<file path="src/rtl/wpb_pkg.sv">
package wpb_pkg;
  localparam int unsigned LANES_DEF = 4;

  // Qualify an active-low strobe vector with write enable, page state and a qualifier.
  function automatic logic [LANES_DEF-1:0] gate_lanes(
    input logic [LANES_DEF-1:0] strobe_n,
    input logic [LANES_DEF-1:0] qual,
    input logic                 wr_n,
    input logic                 open
  );
    return (open && !wr_n) ? (~strobe_n & qual) : '0;
  endfunction
endpackage

</file>
<file path="src/rtl/wpb_row_track.sv">
module wpb_row_track (
  input  logic clk,
  input  logic rst_n,
  input  logic row_n,
  output logic row_fall,
  output logic page_open
);
  logic row_prev_n;

  always_ff @(posedge clk or negedge rst_n) begin
    if (!rst_n) row_prev_n <= 1'b1;
    else        row_prev_n <= row_n;
  end

  assign row_fall  = row_prev_n & ~row_n;
  assign page_open = ~row_prev_n & ~row_n;
endmodule

</file>
<file path="src/rtl/wpb_mask_reg.sv">
module wpb_mask_reg #(
  parameter int unsigned LANES    = 4,
  parameter bit          USE_MASK = 1'b1
) (
  input  logic             clk,
  input  logic             rst_n,
  input  logic             capture,
  input  logic [LANES-1:0] pins,
  output logic [LANES-1:0] mask
);
  generate
    if (USE_MASK) begin : g_mask
      logic [LANES-1:0] mask_r;
      always_ff @(posedge clk or negedge rst_n) begin
        if (!rst_n)       mask_r <= '0;
        else if (capture) mask_r <= pins;
      end
      assign mask = mask_r;
    end else begin : g_nomask
      logic unused_in;
      assign unused_in = capture ^ clk ^ rst_n ^ (^pins);
      assign mask = '1;
    end
  endgenerate
endmodule

</file>
<file path="src/rtl/wpb_lane_gate.sv">
module wpb_lane_gate #(
  parameter int unsigned LANES = 4
) (
  input  logic [LANES-1:0] strobe_n,
  input  logic [LANES-1:0] qual,
  input  logic             wr_n,
  input  logic             open,
  output logic [LANES-1:0] we
);
  always_comb begin
    for (int i = 0; i < LANES; i++) begin
      we[i] = open & ~wr_n & ~strobe_n[i] & qual[i];
    end
  end
endmodule

</file>
<file path="src/rtl/wpb_mask_unit.sv">
module wpb_mask_unit #(
  parameter int unsigned LANES    = wpb_pkg::LANES_DEF,
  parameter bit          USE_MASK = 1'b1
) (
  input  logic             clk,
  input  logic             rst_n,
  input  logic             row_n,
  input  logic [LANES-1:0] col_n,
  input  logic             par_col_n,
  input  logic             wr_n,
  input  logic [LANES-1:0] par_pins,
  output logic [LANES-1:0] byte_we,
  output logic [LANES-1:0] par_we
);
  logic             row_fall;
  logic             page_open;
  logic [LANES-1:0] mask_q;
  logic [LANES-1:0] par_strobe_n;

  assign par_strobe_n = {LANES{par_col_n}};

  wpb_row_track u_row (
    .clk(clk), .rst_n(rst_n), .row_n(row_n),
    .row_fall(row_fall), .page_open(page_open)
  );

  wpb_mask_reg #(.LANES(LANES), .USE_MASK(USE_MASK)) u_mask (
    .clk(clk), .rst_n(rst_n), .capture(row_fall),
    .pins(par_pins), .mask(mask_q)
  );

  wpb_lane_gate #(.LANES(LANES)) u_bytes (
    .strobe_n(col_n), .qual({LANES{1'b1}}), .wr_n(wr_n),
    .open(page_open), .we(byte_we)
  );

  wpb_lane_gate #(.LANES(LANES)) u_par (
    .strobe_n(par_strobe_n), .qual(mask_q), .wr_n(wr_n),
    .open(page_open), .we(par_we)
  );
endmodule

</file>
<file path="config.mk">
export PLATFORM = sky130hd
export DESIGN_NAME = wpb_mask_unit
export DESIGN_NICKNAME = d
export VERILOG_FILES = /design/src/rtl/wpb_pkg.sv /design/src/rtl/wpb_row_track.sv /design/src/rtl/wpb_mask_reg.sv /design/src/rtl/wpb_lane_gate.sv /design/src/rtl/wpb_mask_unit.sv
export SDC_FILE = /design/constraint.sdc
export NUM_CORES = 1
export LEC_CHECK = 0
export BUFFER_PORTS_ARGS = -buffer_cell sky130_fd_sc_hd__buf_2
export CAP_MARGIN = 20
export CORE_AREA = 4 4 41 43
export CTS_BUF_LIST = sky130_fd_sc_hd__clkbuf_2 sky130_fd_sc_hd__clkbuf_4 sky130_fd_sc_hd__clkbuf_8
export CTS_CLUSTER_SIZE = 40
export DETAILED_ROUTE_END_ITERATION = 8
export DIE_AREA = 0 0 45 47
export PLACE_DENSITY_LB_ADDON = 0.12
export SYNTH_ARGS = -nofsm -noshare
export SYNTH_HDL_FRONTEND = slang
export SYNTH_SLANG_ARGS = --single-unit
</file>
<file path="constraint.sdc">
create_clock -name clk -period 1.3 [get_ports clk]
set_input_delay 0 -clock clk [delete_from_list [all_inputs] [get_ports clk]]
set_output_delay 0 -clock clk [all_outputs]
set_load 0.01 [all_outputs]
</file>
==> implementation parameters, run 1 <==
Parameter                              Value

Status
  Result of the run ... complete, no violations

Routing
  Top layer in use ... met4
  Length of routed met3 wiring ... 121 µm
  Number of vias after detailed routing ... 269
  Met1 WL ... 236 µm
  Total length of routed met2 wires ... 327 µm
  Number of iterations in the first detailed-routing pass ... 1
  Drc violations ... 0
  Drt total wl ... 697 µm
  Average wire length per cell after detail routing ... 10.7 µm
  Detailed router's first-iteration violation count ... 0
  Routed Antenna Nets ... 0
  Via density per instance ... 4.14

Global route
  Initial antenna violation count ... 0
  Vias in the first global route ... 280
  Pin count of the biggest net entering global routing ... 6
  GRT Overall Usage ... 8.02%
  Wire length of the first global-routing pass ... 1150 µm
  Global route overflow ... 0

Synthesis
  Unique cell type count in the Yosys netlist ... 9
  Synth top area share ... 38.6%
  Cell types with the largest area share after synthesis ... sky130_fd_sc_hd__dfrtp_1 39%, sky130_fd_sc_hd__mux2_2 17%, sky130_fd_sc_hd__dfstp_2 10%
  Top flip-flop cell by instance count after synthesis ... sky130_fd_sc_hd__dfrtp_1
  Net count after synthesis ... 33
  Post-synthesis mux area share ... 17.4%
  Ys async rst share ... 100%
  Fraction of the mapped netlist area in simple logic gates ... 33.8%
  Share of the synthesized netlist area taken by xor and xnor gates ... 0%
  Post-synth EDFFs ... 0
  Area share of fa/ha/maj cells after synthesis ... 0%
  Most area-hungry cell type in the Yosys netlist ... sky130_fd_sc_hd__dfrtp_1
  Avg Inst Size Synth ... 12.9 µm²
  Number of cells produced by synthesis ... 20
  Share of synthesized area occupied by flip-flops and latches ... 48.8%
  Total number of yosys warnings ... 0
  Summed instance area of the synthesized netlist ... 259 µm²
  Dominant combinational cell family by area after synthesis ... simple AND/OR/NAND/NOR gates
  Compound-gate portion of the synthesized area ... 0%
  Leading cell types by count after synthesis ... 4 x sky130_fd_sc_hd__and2_1, 4 x sky130_fd_sc_hd__dfrtp_1, 4 x sky130_fd_sc_hd__mux2_2
  Number of synthesized register bits ... 5

Final layout
  Ratio of cells with drive above 1 in the final layout ... 70.0%
  Fillcell total ... 150
  Final Util ... 36.6%
  Relative area change from synthesis to final layout ... 84.1%
  Number of diodes added for antenna fixing ... 0
  Count of non-filler cells in the finished layout ... 65
  Net count reported at finish ... 64

Floorplan
  Placeable core region ... 1300 µm²
  Die ar. ... 2120 µm²
  Die height ... 47 µm
  I/O pins ... 21
  Die Span X ... 45 µm
  Initial core utilization ... 19.9%
  Row count ... 13

Power and ir drop
  Worst vdd rail ir drop ... 0.000611 V
  PD cells ... 991 nW/µm²
  Cell leakage power ... 0.237 nW

Clock tree
  Num CTS Buffers ... 3
  Clock tree from TritonCTS ... done
  CTS clock-pin slew for the worst setup and hold paths ... 0.04 ns
  Cell chosen for the clock root ... sky130_fd_sc_hd__clkbuf_4
  CTS H-Tree Depth ... 1
  Max Root-Sink Buffers ... 2
  Clock network latency to the later pin of the worst-skew pair ... 0.24 ns
  Number of clock sinks ... 5

STA
  Hold_ws ... 0.0872 ns
  Pins over their slew limit ... 0
  Final number of hold-violating endpoints ... 0
  Final clock period utilization by the worst path ... 97.3%
  Clock tree skew after final layout ... 0.00396 ns
  Worst slew margin ... 80.9%
  Minimum clock period ... 1.26 ns
  Slew at the pin closest to its max-slew limit ... 0.284 ns
  Setup total negative slack ... 0 ns
  Achievable Freq ... 791 MHz
  Final setup viols ... 0
  Setup repair after global routing missed its margin ... true

Critical path
  Worst setup SP type ... flip-flop
  Worst Setup End Kind ... output pin
  WP data required ... 1.30 ns
  Endpoint arrival time on the critical path ... 1.26 ns
  Critical path class ... reg -> out
  Peak fanout along the critical path ... 4

Placement
  Total of buffers placed on input and output ports ... 20
  RePlAce Congestion ... 0.655
  Number of cells in the design after placement ... 55

Min path
  Worst hold-check path type ... in -> async

Run
  Maxcap violations ... 0
power by group:
part	internal (mW)	total [mW]	leakage (nW)	switching [mW]
clock	0.137	0.203	0.0184	0.0658
sequential	0.178	0.187	0.0575	0.00956
combinational	0.0516	0.0823	0.162	0.0307
metrics by stage:
step	worst slack, ns	area, µm²	total power, mW
4_1_cts	0.0114	477	0.484
5_1_grt	-0.0266	477	0.507
6_report	0.0355	477	0.472
3_5_place_dp	0.0789	378	0.257
3_3_place_gp	0.101	378	0.254
2_1_floorplan	0.139	259	0.220
kinds of logic after synthesis:
logic type       Yosys count
flip-flops                 5
multiplexers               4
AND/OR/NAND/NOR           11
path summary, 6_finish.rpt:
check	end	depth (start not counted)	slack, ns	from
max	byte_we[2]	3	0.04	u_row.row_prev_n
min	u_mask.mask[3]	2	0.09	rst_n
max reg2reg	u_mask.mask[1]	2	0.06	u_row.row_prev_n
min reg2reg	u_mask.mask[3]	1	0.49	u_mask.mask[3]
max in group asynchronous	u_row.row_prev_n	2	1.00	rst_n
min in group clk	u_mask.mask[3]	3	0.24	row_n
placed cells by master (no fill, tap or decap):
cell type and n:
sky130_fd_sc_hd__nor2b_4 1, sky130_fd_sc_hd__buf_2 20, sky130_fd_sc_hd__nor2_2 3, sky130_fd_sc_hd__dfrtp_1 4, sky130_fd_sc_hd__clkbuf_4 4, sky130_fd_sc_hd__nor4_1 1, sky130_fd_sc_hd__or3_4 1, sky130_fd_sc_hd__dfstp_2 1
sky130_fd_sc_hd__dlygate4sd3_1 6, sky130_fd_sc_hd__nor4_4 1, sky130_fd_sc_hd__mux2_2 4, sky130_fd_sc_hd__and2_1 4
what timing repair did:
action                                  4_1_cts  5_1_grt
hold buffers                                  6        0
resized for setup                             1        0
hold endpoints to repair                     10        0
endpoints found under the setup margin        4        7
setup buffers                                 0        0
flip-flops by register name (all words and copies together) (netlist names):
name              cells
u_mask.mask           4
u_row.row_prev_n      1
layer usage:
| metal | global-route usage [%] | vias to the layer above |
|---|---|---|
| li1 | - | 131 |
| met1 | 6.93 | 117 |
| met2 | 13.8 | 18 |
| met3 | 4.98 | 3 |
| met4 | 5.26 | 0 |
| met5 | 0 | - |
area by class of cell:
class	count	area [µm²]	area share (%)
Sequential cell	5	126	26.5
Clock buffer	4	30.0	6.30
Tap cell	15	18.8	3.94
Timing Repair Buffer	26	160	33.6
Multi-Input combinational cell	15	141	29.7
worst max-delay path, stage by stage (launching register included):
cell                      delay [ns]
sky130_fd_sc_hd__dfstp_2        0.39
sky130_fd_sc_hd__or3_4          0.41
sky130_fd_sc_hd__nor2_2         0.09
sky130_fd_sc_hd__buf_2          0.13
(Power assumes the default switching activity.)
==> run 2: changes to the inputs <==
Settings changed: SYNTH_HIERARCHICAL set to 1.
==> implementation parameters, run 2 <==
Parameter                              Value

Status
  Result of the run ... complete, no violations (unchanged)

STA
  Hold_ws ... 0.00788 ns (was 0.0872 ns)
  Pins over their slew limit ... 0 (unchanged)
  Clock tree skew after final layout ... 0.00223 ns (was 0.00396 ns)
  Final clock period utilization by the worst path ... 92.8% (was 97.3%)
  Final number of hold-violating endpoints ... 0 (unchanged)
  Achievable Freq ... 829 MHz (was 791 MHz)
  Setup total negative slack ... 0 ns (unchanged)
  Minimum clock period ... 1.21 ns (was 1.26 ns)
  Setup WS post-layout ... 0.0932 ns (was 0.0355 ns)
  Setup repair after global routing missed its margin ... false (was true)
  Final setup viols ... 0 (unchanged)

Final layout
  Net count reported at finish ... 65 (was 64)
  Final Util ... 38.5% (was 36.6%)
  Max FFs per register ... 4 (unchanged)
  Ratio of cells with drive above 1 in the final layout ... 76.5% (was 70.0%)
  Most used cells in the layout excluding fill and tap cells ... 20 x sky130_fd_sc_hd__buf_2, 8 x sky130_fd_sc_hd__and4bb_2 (was 20 x sky130_fd_sc_hd__buf_2, 6 x sky130_fd_sc_hd__dlygate4sd3_1)
  Final Cell Area ... 500 µm² (was 477 µm²)
  Relative area change from synthesis to final layout ... 70.9% (was 84.1%)
  Count of non-filler cells in the finished layout ... 66 (was 65)
  Most common library cell in the layout ignoring fill and taps ... sky130_fd_sc_hd__buf_2 (unchanged)
  Number of diodes added for antenna fixing ... 0 (unchanged)

Critical path
  Startpoint of the lowest-slack register-to-register path ... u_row/row_prev_n (was u_row.row_prev_n)
  Critical path class ... in -> out (was reg -> out)
  Endpoint arrival time on the critical path ... 1.21 ns (was 1.26 ns)
  FF-to-FF End ... u_mask/mask[0] (was u_mask.mask[1])
  Logic depth of the worst register-to-register path ... 2 (unchanged)
  Worst Setup End Kind ... output pin (unchanged)
  Peak fanout along the critical path ... 8 (was 4)
  Worst setup path start ... row_n (was u_row.row_prev_n)
  R2r setup slk ... 0.10 ns (was 0.06 ns)
  WP data required ... 1.30 ns (about the same)
  Worst setup SP type ... primary input (was flip-flop)
  Worst setup path endpoint ... par_we[3] (was byte_we[2])

Global route
  Wire length of the first global-routing pass ... 1160 µm (was 1150 µm)
  Pin count of the biggest net entering global routing ... 9 (was 6)
  Initial antenna violation count ... 0 (unchanged)
  Vias in the first global route ... 290 (was 280)
  GRT Overall Usage ... 8.11% (was 8.02%)
  Global route overflow ... 0 (unchanged)

Floorplan
  Row count ... 13 (unchanged)
  Die Span X ... 45 µm (unchanged)
  Initial core utilization ... 22.5% (was 19.9%)
  I/O pins ... 21 (unchanged)
  Die height ... 47 µm (unchanged)
  Placeable core region ... 1300 µm² (unchanged)
  Die ar. ... 2120 µm² (unchanged)

Synthesis
  Cell types with the largest area share after synthesis ... sky130_fd_sc_hd__and4bb_2 34%, sky130_fd_sc_hd__dfrtp_1 34%, sky130_fd_sc_hd__mux2_2 15% (was sky130_fd_sc_hd__dfrtp_1 39%, sky130_fd_sc_hd__mux2_2 17%, sky130_fd_sc_hd__dfstp_2 10%)
  Share of synthesized area occupied by flip-flops and latches ... 43.2% (was 48.8%)
  Unique cell type count in the Yosys netlist ... 7 (was 9)
  Top flip-flop cell by instance count after synthesis ... sky130_fd_sc_hd__dfrtp_1 (unchanged)
  Synth top area share ... 34.2% (was 38.6%)
  Leading cell types by count after synthesis ... 8 x sky130_fd_sc_hd__and4bb_2, 4 x sky130_fd_sc_hd__dfrtp_1, 4 x sky130_fd_sc_hd__mux2_2 (was 4 x sky130_fd_sc_hd__and2_1, 4 x sky130_fd_sc_hd__dfrtp_1, 4 x sky130_fd_sc_hd__mux2_2)
  Most area-hungry cell type in the Yosys netlist ... sky130_fd_sc_hd__and4bb_2 (was sky130_fd_sc_hd__dfrtp_1)
  Number of cells produced by synthesis ... 20 (unchanged)
  Total number of yosys warnings ... 6 (was 0)
  Avg Inst Size Synth ... 14.6 µm² (was 12.9 µm²)
  Ys async rst share ... 100% (unchanged)
  Most used standard cell by instance count after synthesis ... sky130_fd_sc_hd__and4bb_2
  Number of synthesized register bits ... 5 (unchanged)
  Summed instance area of the synthesized netlist ... 293 µm² (was 259 µm²)
  Post-synth EDFFs ... 0 (unchanged)

Clock tree
  Clock network latency to the later pin of the worst-skew pair ... 0.24 ns (about the same)
  Num CTS Buffers ... 3 (unchanged)
  Number of clock sinks ... 5 (unchanged)
  Max Root-Sink Buffers ... 2 (unchanged)
  Cell chosen for the clock root ... sky130_fd_sc_hd__clkbuf_4 (unchanged)
  CTS clock-pin slew for the worst setup and hold paths ... 0.04 ns (about the same)
  Clock tree from TritonCTS ... done (unchanged)
  CTS H-Tree Depth ... 1 (unchanged)
  Number of setup buffers added after CTS ... 0 (unchanged)

Placement
  Half-perimeter wire length after detailed placement ... 679 µm
  Setup slack at placement ... 0.126 ns (was 0.0789 ns)
  Number of cells in the design after placement ... 58 (was 55)
  RePlAce Congestion ... 0.693 (was 0.655)
  Total of buffers placed on input and output ports ... 20 (unchanged)
  Area post-placement ... 423 µm² (was 378 µm²)

Power and ir drop
  Total power of the final layout ... 0.462 mW (was 0.472 mW)
  Worst vdd rail ir drop ... 0.000458 V (was 0.000611 V)
  PD cells ... 923 nW/µm² (was 991 nW/µm²)
  Cell leakage power ... 0.253 nW (was 0.237 nW)

Routing
  Detailed router's first-iteration violation count ... 0 (unchanged)
  Number of iterations in the first detailed-routing pass ... 1 (unchanged)
  Average wire length per cell after detail routing ... 11.4 µm (was 10.7 µm)
  Drt total wl ... 755 µm (was 697 µm)
  Drc violations ... 0 (unchanged)
  Routed Antenna Nets ... 0 (unchanged)
  Via density per instance ... 4.36 (was 4.14)
  Number of vias after detailed routing ... 288 (was 269)

Run
  Maxcap violations ... 0 (unchanged)

Min path
  Worst hold-check path type ... in -> reg (was in -> async)
## run 2: power breakdown
group	total, mW	internal (mW)	switching, mW
sequential	0.189	0.178	0.0115
combinational	0.0801	0.0514	0.0287
clock	0.193	0.136	0.0563
total	0.462	0.366	0.0965
## run 2: area by class of cell
class	count	area (µm²)
fill	131	801
sequential	5	126
tap	15	18.8
multi-input combinational	18	185
clock buffer	4	30.0
timing repair buffer	24	140
## run 2: cells by family (layout without fill, tap and decap cells)
family                 count (synthesis)  in the layout  share of synthesized area (%)
other                                  1              4                           1.28
muxes                                  4              4                           15.4
DFF                                    5              5                           43.2
and+or+nand+nor                       10             10                           40.2
buffers and inverters                  0             28                              0
## run 2: how the worst min path moves through the flow
| stage | to | from | slack (ns) | cells past startpoint |
|---|---|---|---|---|
| final | u_mask/mask[1] | par_pins[1] | 0.008 | 2 |
| after global routing | u_mask/mask[0] | par_pins[0] | 0.005 | 2 |
| after CTS | u_mask/mask[1] | par_pins[1] | 0.001 | 2 |
| after detailed placement | u_mask/mask[2] | rst_n | -0.19 | 1 |
| after global placement | u_mask/mask[2] | rst_n | -0.19 | 1 |
| after floorplan | u_mask/mask[0] | rst_n | -0.30 | 0 |
## run 2: per-layer routing
layer  part of all wire [%]  wire length, µm  vias to the layer above  global-route usage [%]
li1                       -                -                      138                       -
met1                     38              285                      140                    6.94
met2                     57              428                       10                    15.0
met3                    5.4               41                        0                    1.53
met4                      0                0                        0                    8.77
met5                      0                0                        -                       0
## run 2: what timing repair did
| action | in CTS | in global routing |
|---|---|---|
| resized for setup | 1 | 1 |
| endpoints found under the setup margin | 4 | 8 |
| hold buffers | 4 | 0 |
| endpoints found under the hold margin | 8 | 0 |
## run 2: worst max-delay path, cell delays in order
cell and delay (ns):
sky130_fd_sc_hd__dlygate4sd3_1 0.53, sky130_fd_sc_hd__buf_2 0.16, sky130_fd_sc_hd__nor2_4 0.14, sky130_fd_sc_hd__and4bb_2 0.24, sky130_fd_sc_hd__buf_2 0.13
==> run 3: changes to the inputs <==
Settings changed: ABC_AREA set to 1.
Clock period 1.3 ns to 1.5 ns, I/O delays scaled along.
==> implementation parameters, run 3 <==
Parameter                              Value

STA
  Final setup viols ... 0 (unchanged)
  Setup repair after global routing missed its margin ... false (unchanged)
  Pins over their slew limit ... 0 (unchanged)
  Achievable Freq ... 825 MHz
  Clock tree skew after final layout ... 0.00206 ns (was 0.00223 ns)
  Hold_ws ... 0.105 ns (was 0.00788 ns)
  Final number of hold-violating endpoints ... 0 (unchanged)
  Final clock period utilization by the worst path ... 80.8%
  Minimum clock period ... 1.21 ns
  Setup total negative slack ... 0 ns (unchanged)

Run
  Maxcap violations ... 0 (unchanged)

Final layout
  Fillcell total ... 158 (was 131)
  Final Cell Area ... 523 µm² (was 500 µm²)
  Relative area change from synthesis to final layout ... 72.7% (was 70.9%)
  Ratio of cells with drive above 1 in the final layout ... 34.9% (was 76.5%)
  Max FFs per register ... 4 (unchanged)
  Number of diodes added for antenna fixing ... 0 (unchanged)
  Most used cells in the layout excluding fill and tap cells ... 20 x sky130_fd_sc_hd__buf_2, 20 x sky130_fd_sc_hd__nand2_1, 11 x sky130_fd_sc_hd__inv_1, 9 x sky130_fd_sc_hd__nor2_1, 6 x sky130_fd_sc_hd__dlygate4sd3_1 (was 20 x sky130_fd_sc_hd__buf_2, 8 x sky130_fd_sc_hd__and4bb_2)
  Net count reported at finish ... 97 (was 65)

Global route
  Met2 Track Usage GR ... 11.6% (was 15.0%)
  Vias in the first global route ... 313 (was 290)
  GRT Overall Usage ... 8.42% (was 8.11%)
  Initial antenna violation count ... 0 (unchanged)
  Met3 routing resource usage after global routing ... 2.68% (was 1.53%)
  Busiest metal layer after global routing ... met2 (unchanged)
  Global-route track usage on met1 ... 10.6% (was 6.94%)
  Wire length of the first global-routing pass ... 1280 µm (was 1160 µm)
  Global route overflow ... 0 (unchanged)
  Pin count of the biggest net entering global routing ... 6 (was 9)

Synthesis
  Share of synthesized area occupied by flip-flops and latches ... 41.7% (was 43.2%)
  Post-synth EDFFs ... 0 (unchanged)
  Number of synthesized register bits ... 5 (unchanged)
  Most area-hungry cell type in the Yosys netlist ... sky130_fd_sc_hd__dfrtp_1 (was sky130_fd_sc_hd__and4bb_2)
  Unique cell type count in the Yosys netlist ... 9 (was 7)
  Avg Inst Size Synth ... 6.06 µm² (was 14.6 µm²)
  Ys async rst share ... 100% (unchanged)
  Leading cell types by count after synthesis ... 20 x sky130_fd_sc_hd__nand2_1, 11 x sky130_fd_sc_hd__inv_1, 9 x sky130_fd_sc_hd__nor2_1 (was 8 x sky130_fd_sc_hd__and4bb_2, 4 x sky130_fd_sc_hd__dfrtp_1, 4 x sky130_fd_sc_hd__mux2_2)
  Synth top area share ... 33.1% (was 34.2%)
  Summed instance area of the synthesized netlist ... 303 µm² (was 293 µm²)
  Cell types with the largest area share after synthesis ... sky130_fd_sc_hd__dfrtp_1 33%, sky130_fd_sc_hd__nand2_1 25%, sky130_fd_sc_hd__inv_1 14% (was sky130_fd_sc_hd__and4bb_2 34%, sky130_fd_sc_hd__dfrtp_1 34%, sky130_fd_sc_hd__mux2_2 15%)
  Most used standard cell by instance count after synthesis ... sky130_fd_sc_hd__nand2_1 (was sky130_fd_sc_hd__and4bb_2)
  Number of cells produced by synthesis ... 50 (was 20)
  Top flip-flop cell by instance count after synthesis ... sky130_fd_sc_hd__dfrtp_1 (unchanged)
  Total number of yosys warnings ... 6 (unchanged)

Routing
  Routed Antenna Nets ... 0 (unchanged)
  Drc violations ... 0 (unchanged)
  Detailed router's first-iteration violation count ... 3 (was 0)
  Number of iterations in the first detailed-routing pass ... 4 (was 1)
  Drt total wl ... 697 µm (was 755 µm)
  Average wire length per cell after detail routing ... 7.11 µm (was 11.4 µm)
  Number of vias after detailed routing ... 350 (was 288)
  Via density per instance ... 3.57 (was 4.36)

Power and ir drop
  Worst vdd rail ir drop ... 0.000378 V (was 0.000458 V)
  Cell leakage power ... 0.334 nW (was 0.253 nW)
  PD cells ... 774 nW/µm² (was 923 nW/µm²)
  Total power of the final layout ... 0.405 mW (was 0.462 mW)

Placement
  Total of buffers placed on input and output ports ... 20 (unchanged)
  RePlAce Congestion ... 0.779 (was 0.693)
  Area post-placement ... 433 µm² (was 423 µm²)
  Half-perimeter wire length after detailed placement ... 578 µm (was 679 µm)

Clock tree
  Clock tree from TritonCTS ... done (unchanged)
  Num CTS Buffers ... 3 (unchanged)
  Max Root-Sink Buffers ... 2 (unchanged)
  CTS clock-pin slew for the worst setup and hold paths ... 0.04 ns (about the same)
  CTS H-Tree Depth ... 1 (unchanged)
  Number of clock sinks ... 5 (unchanged)
  Total of cells resized after clock tree synthesis ... 0 (was 1)
  Cell chosen for the clock root ... sky130_fd_sc_hd__clkbuf_4 (unchanged)
  Clock network latency to the later pin of the worst-skew pair ... 0.24 ns (about the same)

Critical path
  Worst Setup End Kind ... output pin (unchanged)
  WP data required ... 1.50 ns (was 1.30 ns)
  Worst setup SP type ... primary input (unchanged)
  Peak fanout along the critical path ... 4 (was 8)
  Endpoint arrival time on the critical path ... 1.21 ns (about the same)
  Critical path class ... in -> out (unchanged)
  R2r setup slk ... 0.49 ns (was 0.10 ns)

Floorplan
  I/O pins ... 21 (unchanged)
  Initial core utilization ... 23.3% (was 22.5%)
  Row count ... 13 (unchanged)
  Die height ... 47 µm (unchanged)
  Die Span X ... 45 µm (unchanged)
  Placeable core region ... 1300 µm² (unchanged)
  Die ar. ... 2120 µm² (unchanged)

Status
  Result of the run ... complete, no violations (unchanged)

Min path
  Worst hold-check path type ... in -> async (was in -> reg)
[run 3: cell types whose count changed in the layout (fill, tap and decap cells not counted), sizes merged]
| cell | previous run | this run |
|---|---|---|
| and4bb | 8 | 0 |
| nor2 | 1 | 10 |
| inv | 0 | 12 |
| mux2 | 4 | 0 |
| nor2b | 1 | 0 |
| nand2 | 0 | 22 |
| dlygate4sd3 | 4 | 6 |
[run 3: logic make-up (layout without fill, tap and decap cells)]
family / after synthesis / in the layout / share of synthesized area (%)
buffers and inverters: 12 / 42 / 14.9
other: 1 / 4 / 1.24
DFF: 5 / 5 / 41.7
and+or+nand+nor: 32 / 32 / 42.1
[run 3: timing repair]
action                    in CTS  in global routing
setup buffers                  0                  0
hold buffers                   6                  0
hold endpoints to repair      10                  0
[run 3: metal layers]
metal  vias up  part of all wire [%]
met2        15                    42
met4         0                   2.4
met3         2                    12
met5         -                     0
met1       134                    44
li1        199                     -
[run 3: final timing paths]
| kind | cells past startpoint | from | to |
|---|---|---|---|
| max in group asynchronous | 2 | rst_n | u_row/row_prev_n |
| worst max register to register | 5 | u_row/row_prev_n | u_mask/mask[0] |
| worst max-delay path | 6 | row_n | byte_we[1] |
| min in group clk | 5 | col_n[3] | byte_we[3] |
| worst min register to register | 2 | u_mask/mask[2] | u_mask/mask[2] |
| worst min-delay path | 2 | rst_n | u_mask/mask[3] |
[run 3: power by group]
group | internal, mW | switching [mW] | total (mW)
registers | 0.151 | 0.00853 | 0.160
logic | 0.0373 | 0.0346 | 0.0720
clock network | 0.119 | 0.0543 | 0.173
total | 0.307 | 0.0975 | 0.405
[run 3: worst max-delay path, cell delays in order]
cell                            delay (ns)
sky130_fd_sc_hd__dlygate4sd3_1        0.54
sky130_fd_sc_hd__buf_2                0.14
sky130_fd_sc_hd__nor2_1               0.19
sky130_fd_sc_hd__nand2_2              0.11
sky130_fd_sc_hd__nor2_1               0.10
sky130_fd_sc_hd__buf_2                0.13
[run 3: metrics by stage]
stage,setup slack (ns),instances,utilization (%)
floorplan,0.538,53,-
global placement,0.491,88,33.3
detailed placement,0.489,88,33.3
CTS,0.263,98,40.2
global route,0.154,98,40.2
finish,0.288,98,40.2
[run 3: cell type report]
| cell class | instances | area (µm²) | share of cell area [%] |
|---|---|---|---|
| Clock buffer | 4 | 30.0 | 5.74 |
| Timing Repair Buffer | 26 | 160 | 30.6 |
| Sequential cell | 5 | 126 | 24.2 |
| Multi-Input combinational cell | 36 | 143 | 27.3 |
| Tap cell | 15 | 18.8 | 3.59 |
| Inverter | 12 | 45.0 | 8.61 |
